**src/rtl/twd_pkg.sv**
```systemverilog
package twd_pkg;
  typedef enum logic [2:0] {
    CLS_SINGLE = 3'd0,
    CLS_MOVE   = 3'd1,
    CLS_GOTO   = 3'd2,
    CLS_CALL   = 3'd3,
    CLS_FSRLD  = 3'd4
  } op_class_e;

  typedef enum logic [1:0] {
    KIND_SINGLE = 2'd0,
    KIND_HEAD   = 2'd1,
    KIND_TAIL   = 2'd2
  } word_kind_e;
endpackage

```
**src/rtl/twd_classify.sv**
```systemverilog
module twd_classify
  import twd_pkg::*;
#(
  parameter int unsigned WORD_W = 16,
  parameter int unsigned PAY_W  = 12,
  parameter int unsigned SUB_W  = 2
) (
  input  logic [WORD_W-1:0] word,
  output word_kind_e        kind,
  output op_class_e         head_cls,
  output logic [PAY_W-1:0]  head_opa
);
  localparam int unsigned NIB_W = WORD_W - PAY_W;
  localparam int unsigned LOW_W = PAY_W - SUB_W;
  localparam logic [NIB_W-1:0] NIB_TAIL   = {NIB_W{1'b1}};
  localparam logic [NIB_W-1:0] NIB_MOVE   = NIB_TAIL - NIB_W'(3);
  localparam logic [NIB_W-1:0] NIB_BRANCH = NIB_TAIL - NIB_W'(1);

  logic [NIB_W-1:0] nib;
  logic [SUB_W-1:0] sub;

  assign nib = word[WORD_W-1 -: NIB_W];
  assign sub = word[PAY_W-1 -: SUB_W];

  always_comb begin
    kind     = KIND_SINGLE;
    head_cls = CLS_SINGLE;
    head_opa = word[PAY_W-1:0];
    if (nib == NIB_TAIL) begin
      kind = KIND_TAIL;
    end else if (nib == NIB_MOVE) begin
      kind     = KIND_HEAD;
      head_cls = CLS_MOVE;
    end else if (nib == NIB_BRANCH) begin
      case (sub)
        SUB_W'(0): begin kind = KIND_HEAD; head_cls = CLS_GOTO;  end
        SUB_W'(1): begin kind = KIND_HEAD; head_cls = CLS_CALL;  end
        SUB_W'(2): begin kind = KIND_HEAD; head_cls = CLS_FSRLD; end
        default:   begin kind = KIND_SINGLE; head_cls = CLS_SINGLE; end
      endcase
      if (kind == KIND_HEAD) begin
        head_opa = {{SUB_W{1'b0}}, word[LOW_W-1:0]};
      end
    end
  end
endmodule

```
**src/rtl/twd_pending.sv**
```systemverilog
module twd_pending
  import twd_pkg::*;
#(
  parameter int unsigned PAY_W = 12
) (
  input  logic             clk,
  input  logic             rst_n,
  input  logic             en,
  input  logic             arm,
  input  op_class_e        cls_in,
  input  logic [PAY_W-1:0] opa_in,
  output logic             pend_q,
  output op_class_e        cls_q,
  output logic [PAY_W-1:0] opa_q
);
  logic             pend_d;
  op_class_e        cls_d;
  logic [PAY_W-1:0] opa_d;

  always_comb begin
    pend_d = pend_q;
    cls_d  = cls_q;
    opa_d  = opa_q;
    if (en) begin
      pend_d = arm;
      if (arm) begin
        cls_d = cls_in;
        opa_d = opa_in;
      end
    end
  end

  always_ff @(posedge clk or negedge rst_n) begin
    if (!rst_n) begin
      pend_q <= 1'b0;
      cls_q  <= CLS_SINGLE;
      opa_q  <= '0;
    end else begin
      pend_q <= pend_d;
      cls_q  <= cls_d;
      opa_q  <= opa_d;
    end
  end
endmodule

```
**src/rtl/twd_emit.sv**
```systemverilog
module twd_emit
  import twd_pkg::*;
#(
  parameter int unsigned PAY_W = 12
) (
  input  logic             clk,
  input  logic             rst_n,
  input  logic             fire_pair,
  input  logic             fire_single,
  input  logic             fire_nop,
  input  logic             fire_err,
  input  op_class_e        pair_cls,
  input  logic [PAY_W-1:0] pair_opa,
  input  logic [PAY_W-1:0] cur_pay,
  output logic             valid_q,
  output op_class_e        cls_q,
  output logic [PAY_W-1:0] opa_q,
  output logic [PAY_W-1:0] opb_q,
  output logic             nop_q,
  output logic             err_q
);
  logic             valid_d;
  op_class_e        cls_d;
  logic [PAY_W-1:0] opa_d;
  logic [PAY_W-1:0] opb_d;

  always_comb begin
    valid_d = fire_pair | fire_single;
    cls_d   = CLS_SINGLE;
    opa_d   = '0;
    opb_d   = '0;
    if (fire_pair) begin
      cls_d = pair_cls;
      opa_d = pair_opa;
      opb_d = cur_pay;
    end else if (fire_single) begin
      opa_d = cur_pay;
    end
  end

  always_ff @(posedge clk or negedge rst_n) begin
    if (!rst_n) begin
      valid_q <= 1'b0;
      cls_q   <= CLS_SINGLE;
      opa_q   <= '0;
      opb_q   <= '0;
      nop_q   <= 1'b0;
      err_q   <= 1'b0;
    end else begin
      valid_q <= valid_d;
      cls_q   <= cls_d;
      opa_q   <= opa_d;
      opb_q   <= opb_d;
      nop_q   <= fire_nop;
      err_q   <= fire_err;
    end
  end
endmodule

```
**src/rtl/twd_decoder.sv**
```systemverilog
module twd_decoder
  import twd_pkg::*;
#(
  parameter int unsigned WORD_W = 16,
  parameter int unsigned PAY_W  = 12,
  parameter int unsigned SUB_W  = 2,
  parameter int unsigned SYNC_N = 2
) (
  input  logic              clk,
  input  logic              rst_n,
  input  logic              in_valid,
  input  logic              in_skip,
  input  logic [WORD_W-1:0] in_word,
  output logic              out_valid,
  output logic [2:0]        out_class,
  output logic [PAY_W-1:0]  out_opa,
  output logic [PAY_W-1:0]  out_opb,
  output logic              out_nop,
  output logic              out_err
);
  logic [SYNC_N-1:0] rst_sync_q;
  logic              rst_sync_n;

  always_ff @(posedge clk or negedge rst_n) begin
    if (!rst_n) rst_sync_q <= '0;
    else        rst_sync_q <= {rst_sync_q[SYNC_N-2:0], 1'b1};
  end
  assign rst_sync_n = rst_sync_q[SYNC_N-1];

  word_kind_e       kind;
  op_class_e        head_cls;
  logic [PAY_W-1:0] head_opa;

  twd_classify #(.WORD_W(WORD_W), .PAY_W(PAY_W), .SUB_W(SUB_W)) i_classify (
    .word     (in_word),
    .kind     (kind),
    .head_cls (head_cls),
    .head_opa (head_opa)
  );

  logic             pend_q;
  op_class_e        pend_cls;
  logic [PAY_W-1:0] pend_opa;
  logic             exec, arm, fire_pair, fire_single, fire_nop, fire_err;

  always_comb begin
    exec        = in_valid & (pend_q | ~in_skip);
    arm         = exec & ~pend_q & (kind == KIND_HEAD);
    fire_pair   = exec &  pend_q & (kind == KIND_TAIL);
    fire_err    = exec &  pend_q & (kind != KIND_TAIL);
    fire_nop    = exec & ~pend_q & (kind == KIND_TAIL);
    fire_single = exec & ~pend_q & (kind == KIND_SINGLE);
  end

  twd_pending #(.PAY_W(PAY_W)) i_pending (
    .clk    (clk),
    .rst_n  (rst_sync_n),
    .en     (exec),
    .arm    (arm),
    .cls_in (head_cls),
    .opa_in (head_opa),
    .pend_q (pend_q),
    .cls_q  (pend_cls),
    .opa_q  (pend_opa)
  );

  op_class_e out_cls_e;

  twd_emit #(.PAY_W(PAY_W)) i_emit (
    .clk         (clk),
    .rst_n       (rst_sync_n),
    .fire_pair   (fire_pair),
    .fire_single (fire_single),
    .fire_nop    (fire_nop),
    .fire_err    (fire_err),
    .pair_cls    (pend_cls),
    .pair_opa    (pend_opa),
    .cur_pay     (in_word[PAY_W-1:0]),
    .valid_q     (out_valid),
    .cls_q       (out_cls_e),
    .opa_q       (out_opa),
    .opb_q       (out_opb),
    .nop_q       (out_nop),
    .err_q       (out_err)
  );

  assign out_class = out_cls_e;
endmodule

```
**config.mk**
```make
export PLATFORM = sky130hd
export DESIGN_NAME = twd_decoder
export DESIGN_NICKNAME = d
export VERILOG_FILES = /design/src/rtl/twd_pkg.sv /design/src/rtl/twd_classify.sv /design/src/rtl/twd_pending.sv /design/src/rtl/twd_emit.sv /design/src/rtl/twd_decoder.sv
export SDC_FILE = /design/constraint.sdc
export NUM_CORES = 1
export LEC_CHECK = 0
export CORE_MARGIN = 2
export CORE_UTILIZATION = 25
export CTS_BUF_LIST = sky130_fd_sc_hd__clkbuf_16
export DETAILED_ROUTE_END_ITERATION = 6
export SETUP_SLACK_MARGIN = 0.2
export SLEW_MARGIN = 20
export SYNTH_ARGS = -nofsm -noshare
export SYNTH_HDL_FRONTEND = slang
export SYNTH_SLANG_ARGS = --single-unit
```
**constraint.sdc**
```tcl
create_clock -name clk -period 4.95 [get_ports clk]
set_clock_uncertainty 0.2 [all_clocks]
set_input_delay 0.495 -clock clk [delete_from_list [all_inputs] [get_ports clk]]
set_output_delay 0.495 -clock clk [all_outputs]
set_load 0.02 [all_outputs]
```
==> results.py <==
metrics = {
    "run": {
        "max_cap_viol_count": 0,
    },
    "placement": {
        "place_hpwl_um": 2350,
        "post-place-cells": 260,
        "placement.io_buffers": 49,
        "detailedPlace.worstSlack_ns": 2.27,
        "gp_routability_congestion": 0.658,
    },
    "clock_tree": {
        "clock_insertion_delay_worst_skew_ns": 0.28,
        "hold_buffers": 0,
        "cts-root-buf": "sky130_fd_sc_hd__clkbuf_16",
        "clkSinkCount": 48,
        "postCtsResizedCells": 0,
        "clock_tree.htree_level_count": 2,
        "postCtsSetupBuffers": 0,
        "clock_tree_from_tritoncts": "done",
        "cts_max_path_buffers": 2,
        "worst_setup_hold_path_clk_slew_ns": 0.06,
        "numCtsBuffers": 5,
    },
    "timing": {
        "timing.fmax_mhz": 426,
        "unrepaired_setup_endpoints_after_global_routing": "no",
        "setup_viol_count_final": 0,
        "worst-slew-pin-transition_ns": 0.970,
        "number_of_hold_slack_violations_in_the_final_timing_report": 0,
        "period_share_pct": 47.4,
        "final.setup.worst_slack_ns": 2.60,
        "timing.final.crit_period_ns": 2.35,
        "final_max_slew_viol_count": 0,
        "slew_headroom_pct": 35.3,
        "fin_worst_hold_slack_ns": 0.153,
        "tns_ns": 0,
    },
    "critical_path": {
        "timing.critical_path.from": "in_word[12]",
        "critPathKind": "input port to flip-flop",
        "worstPathCellList": "clkdlybuf4s50_1 -> nand4_1 -> nor2_2 -> a22o_1",
        "max_stage_delay_ns": 0.79,
        "worstPathRequired_ns": 4.97,
        "setup.worst_path.end_class": "flip-flop",
        "startpoint_type": "input port",
        "reg2reg_from": "i_pending.pend_q$_DFFE_PN0N_",
        "critPathMaxFanout": 28,
        "timing.critical_path.arrival_ns": 2.36,
        "crit_slowest_cell": "sky130_fd_sc_hd__nor2_2",
    },
    "cells_and_area": {
        "most-common-layout-cells": "sky130_fd_sc_hd__clkdlybuf4s50_1, sky130_fd_sc_hd__dfrtp_1, sky130_fd_sc_hd__and2_1",
        "mostFrequentLayoutCell": "sky130_fd_sc_hd__clkdlybuf4s50_1",
        "antennaDiodeCount": 0,
        "final_layout_size_suffix_gt1_share_pct": 15.8,
        "finalNonFillerCells": 267,
        "areaGrowthSynthToFinish_pct": 41.2,
        "num-nets-final": 191,
    },
    "logic_synthesis": {
        "yosys_warnings": 0,
        "synth.lib_cells_used.distinct": 26,
        "synth_sequential_area_ratio_pct": 67.6,
        "syn-cell-area_um2": 1780,
        "post_synthesis_instance_total": 118,
        "flop_and_latch_count_out_of_synthesis": 48,
        "synth.net_count": 138,
        "synthesis.area_per_instance_um2": 15.1,
    },
    "detailed_routing": {
        "wl_per_cell_um": 12.9,
        "routedLengthMet1_um": 1550,
        "vias_per_cell": 4.04,
        "number_of_iterations_in_the_first_detailed_routing_pass": 3,
        "drc_violations": 0,
        "drt.antenna.violating_nets": 0,
        "drt-total-wl_um": 3440,
        "drt_iter0_drc": 27,
        "route.vias.total": 1080,
        "met2_wirelength_um": 1630,
        "met3WireLength_um": 225,
        "highest-signal-layer": "met4",
    },
    "grt": {
        "first_global_vias": 1137,
        "grt_pass1_wl_um": 5440,
        "grt_max_degree": 47,
        "grt.total_usage_pct": 9.38,
        "overflow": 0,
        "antenna_found_initial": 0,
    },
    "die": {
        "die-height_um": 88.3,
        "row_count": 30,
        "die_width_um": 88.3,
        "start_util_pct": 26.0,
        "fp.dieArea_um2": 7800,
        "fp.coreArea_um2": 6830,
        "top_level_ports": 50,
    },
    "power_and_ir_drop": {
        "max-vdd-ir-drop_mv": 0.134,
        "cellLeakagePower_nw": 1.12,
        "post-layout-total-power_uw": 845,
        "p_per_area_nw_per_um2": 337,
    },
    "run_status": {
        "run_status": "completed",
    },
    "hold_path": {
        "hp-class": "flip-flop to flip-flop",
        "holdCritStartpoint": "rst_sync_q[0]$_DFF_PN0_",
    },
}
[state kept, by name, indices dropped and copies added (netlist names)]
name / flops
i_emit.cls_q: 3
i_emit.nop_q: 1
i_emit.opb_q: 12
i_pending.cls_q: 3
i_pending.opa_q: 12
i_pending.pend_q: 1
rst_sync_q: 2
i_emit.err_q: 1
i_emit.valid_q: 1
i_emit.opa_q: 12
[worst max-delay path, delay by kind of cell]
family / cells / cell delay [ns]
and+or+nand+nor: 2 / 1.01
AOI/OAI and AO/OA: 1 / 0.27
buffers and inverters: 1 / 0.58
[kinds of logic (layout without fill, tap and decap cells)]
logic type | count (synthesis) | count (layout) | synth area share (%)
multiplexers | 15 | 15 | 10.8
AO/OA/AOI/OAI | 17 | 17 | 7.95
flip-flops | 48 | 48 | 67.6
other | 1 | 1 | 0.211
buffers and inverters | 7 | 60 | 2.18
AND/OR/NAND/NOR | 30 | 30 | 11.3
[where the power goes]
group	total (mW)	leakage (nW)	internal (mW)	switching, mW
clock	0.318	0.0657	0.183	0.135
combinational	0.0825	0.417	0.0525	0.0299
sequential	0.445	0.636	0.423	0.0212
[synth_stat cells, drive strengths merged]
| cell type | count | area share [%] |
|---|---|---|
| conb | 1 | 0.21 |
| inv | 3 | 0.63 |
| a21o | 1 | 0.49 |
| a22o | 12 | 5.9 |
| dfrtp | 48 | 68 |
| nor2 | 3 | 0.63 |
| nand4b | 1 | 0.49 |
| and2 | 15 | 5.3 |
| o21ai | 2 | 0.56 |
| nor3b | 2 | 0.84 |
| clkbuf | 2 | 0.42 |
| nor4 | 1 | 1.2 |
| or2 | 1 | 0.35 |
| nand2b | 1 | 0.35 |
| o311a | 1 | 0.56 |
| or3b | 1 | 0.63 |
| mux2 | 13 | 9.7 |
| a211oi | 1 | 0.42 |
| and3 | 1 | 0.35 |
| buf | 2 | 1.1 |
| nor2b | 1 | 0.35 |
| nand2 | 2 | 0.42 |
| nand4 | 1 | 0.35 |
| mux2i | 2 | 1.1 |
[per-layer routing]
layer | track usage, % | vias to the layer above
li1 | - | 509
met1 | 11.6 | 532
met2 | 15.2 | 34
met3 | 3.36 | 5
met4 | 3.31 | 0
met5 | 0 | -
[cell type report]
cell class                      instances  area [um2]
Inverter                                3        11.3
Multi-Input combinational cell         63         541
Timing Repair Buffer                   50         498
Clock buffer                            5         125
Fill cell                             697        4320
Tap cell                               96         120
Clock inverter                          2        12.5
Sequential cell                        48        1200
[stage by stage]
stage	area, um2	util (%)
after CTS	2510	36.7
final	2510	36.7
after floorplan	1780	-
after global routing	2510	36.7
after detailed placement	2370	34.7
after global placement	2370	34.7
[worst paths after layout]
path                            depth (start not counted)                              to  slack [ns]
worst max register to register                          4  i_pending.opa_q[3]$_DFFE_PN0P_        2.97
worst max-delay path                                    4      i_emit.opa_q[10]$_DFF_PN0_        2.60
worst min register to register                          0         rst_sync_q[1]$_DFF_PN0_        0.15
min in group asynchronous                               1         rst_sync_q[0]$_DFF_PN0_        0.17
max in group asynchronous                               0      i_emit.opa_q[11]$_DFF_PN0_        3.71
worst min-delay path                                    0         rst_sync_q[1]$_DFF_PN0_        0.15
Note: power is estimated with default switching activity, not from simulation.
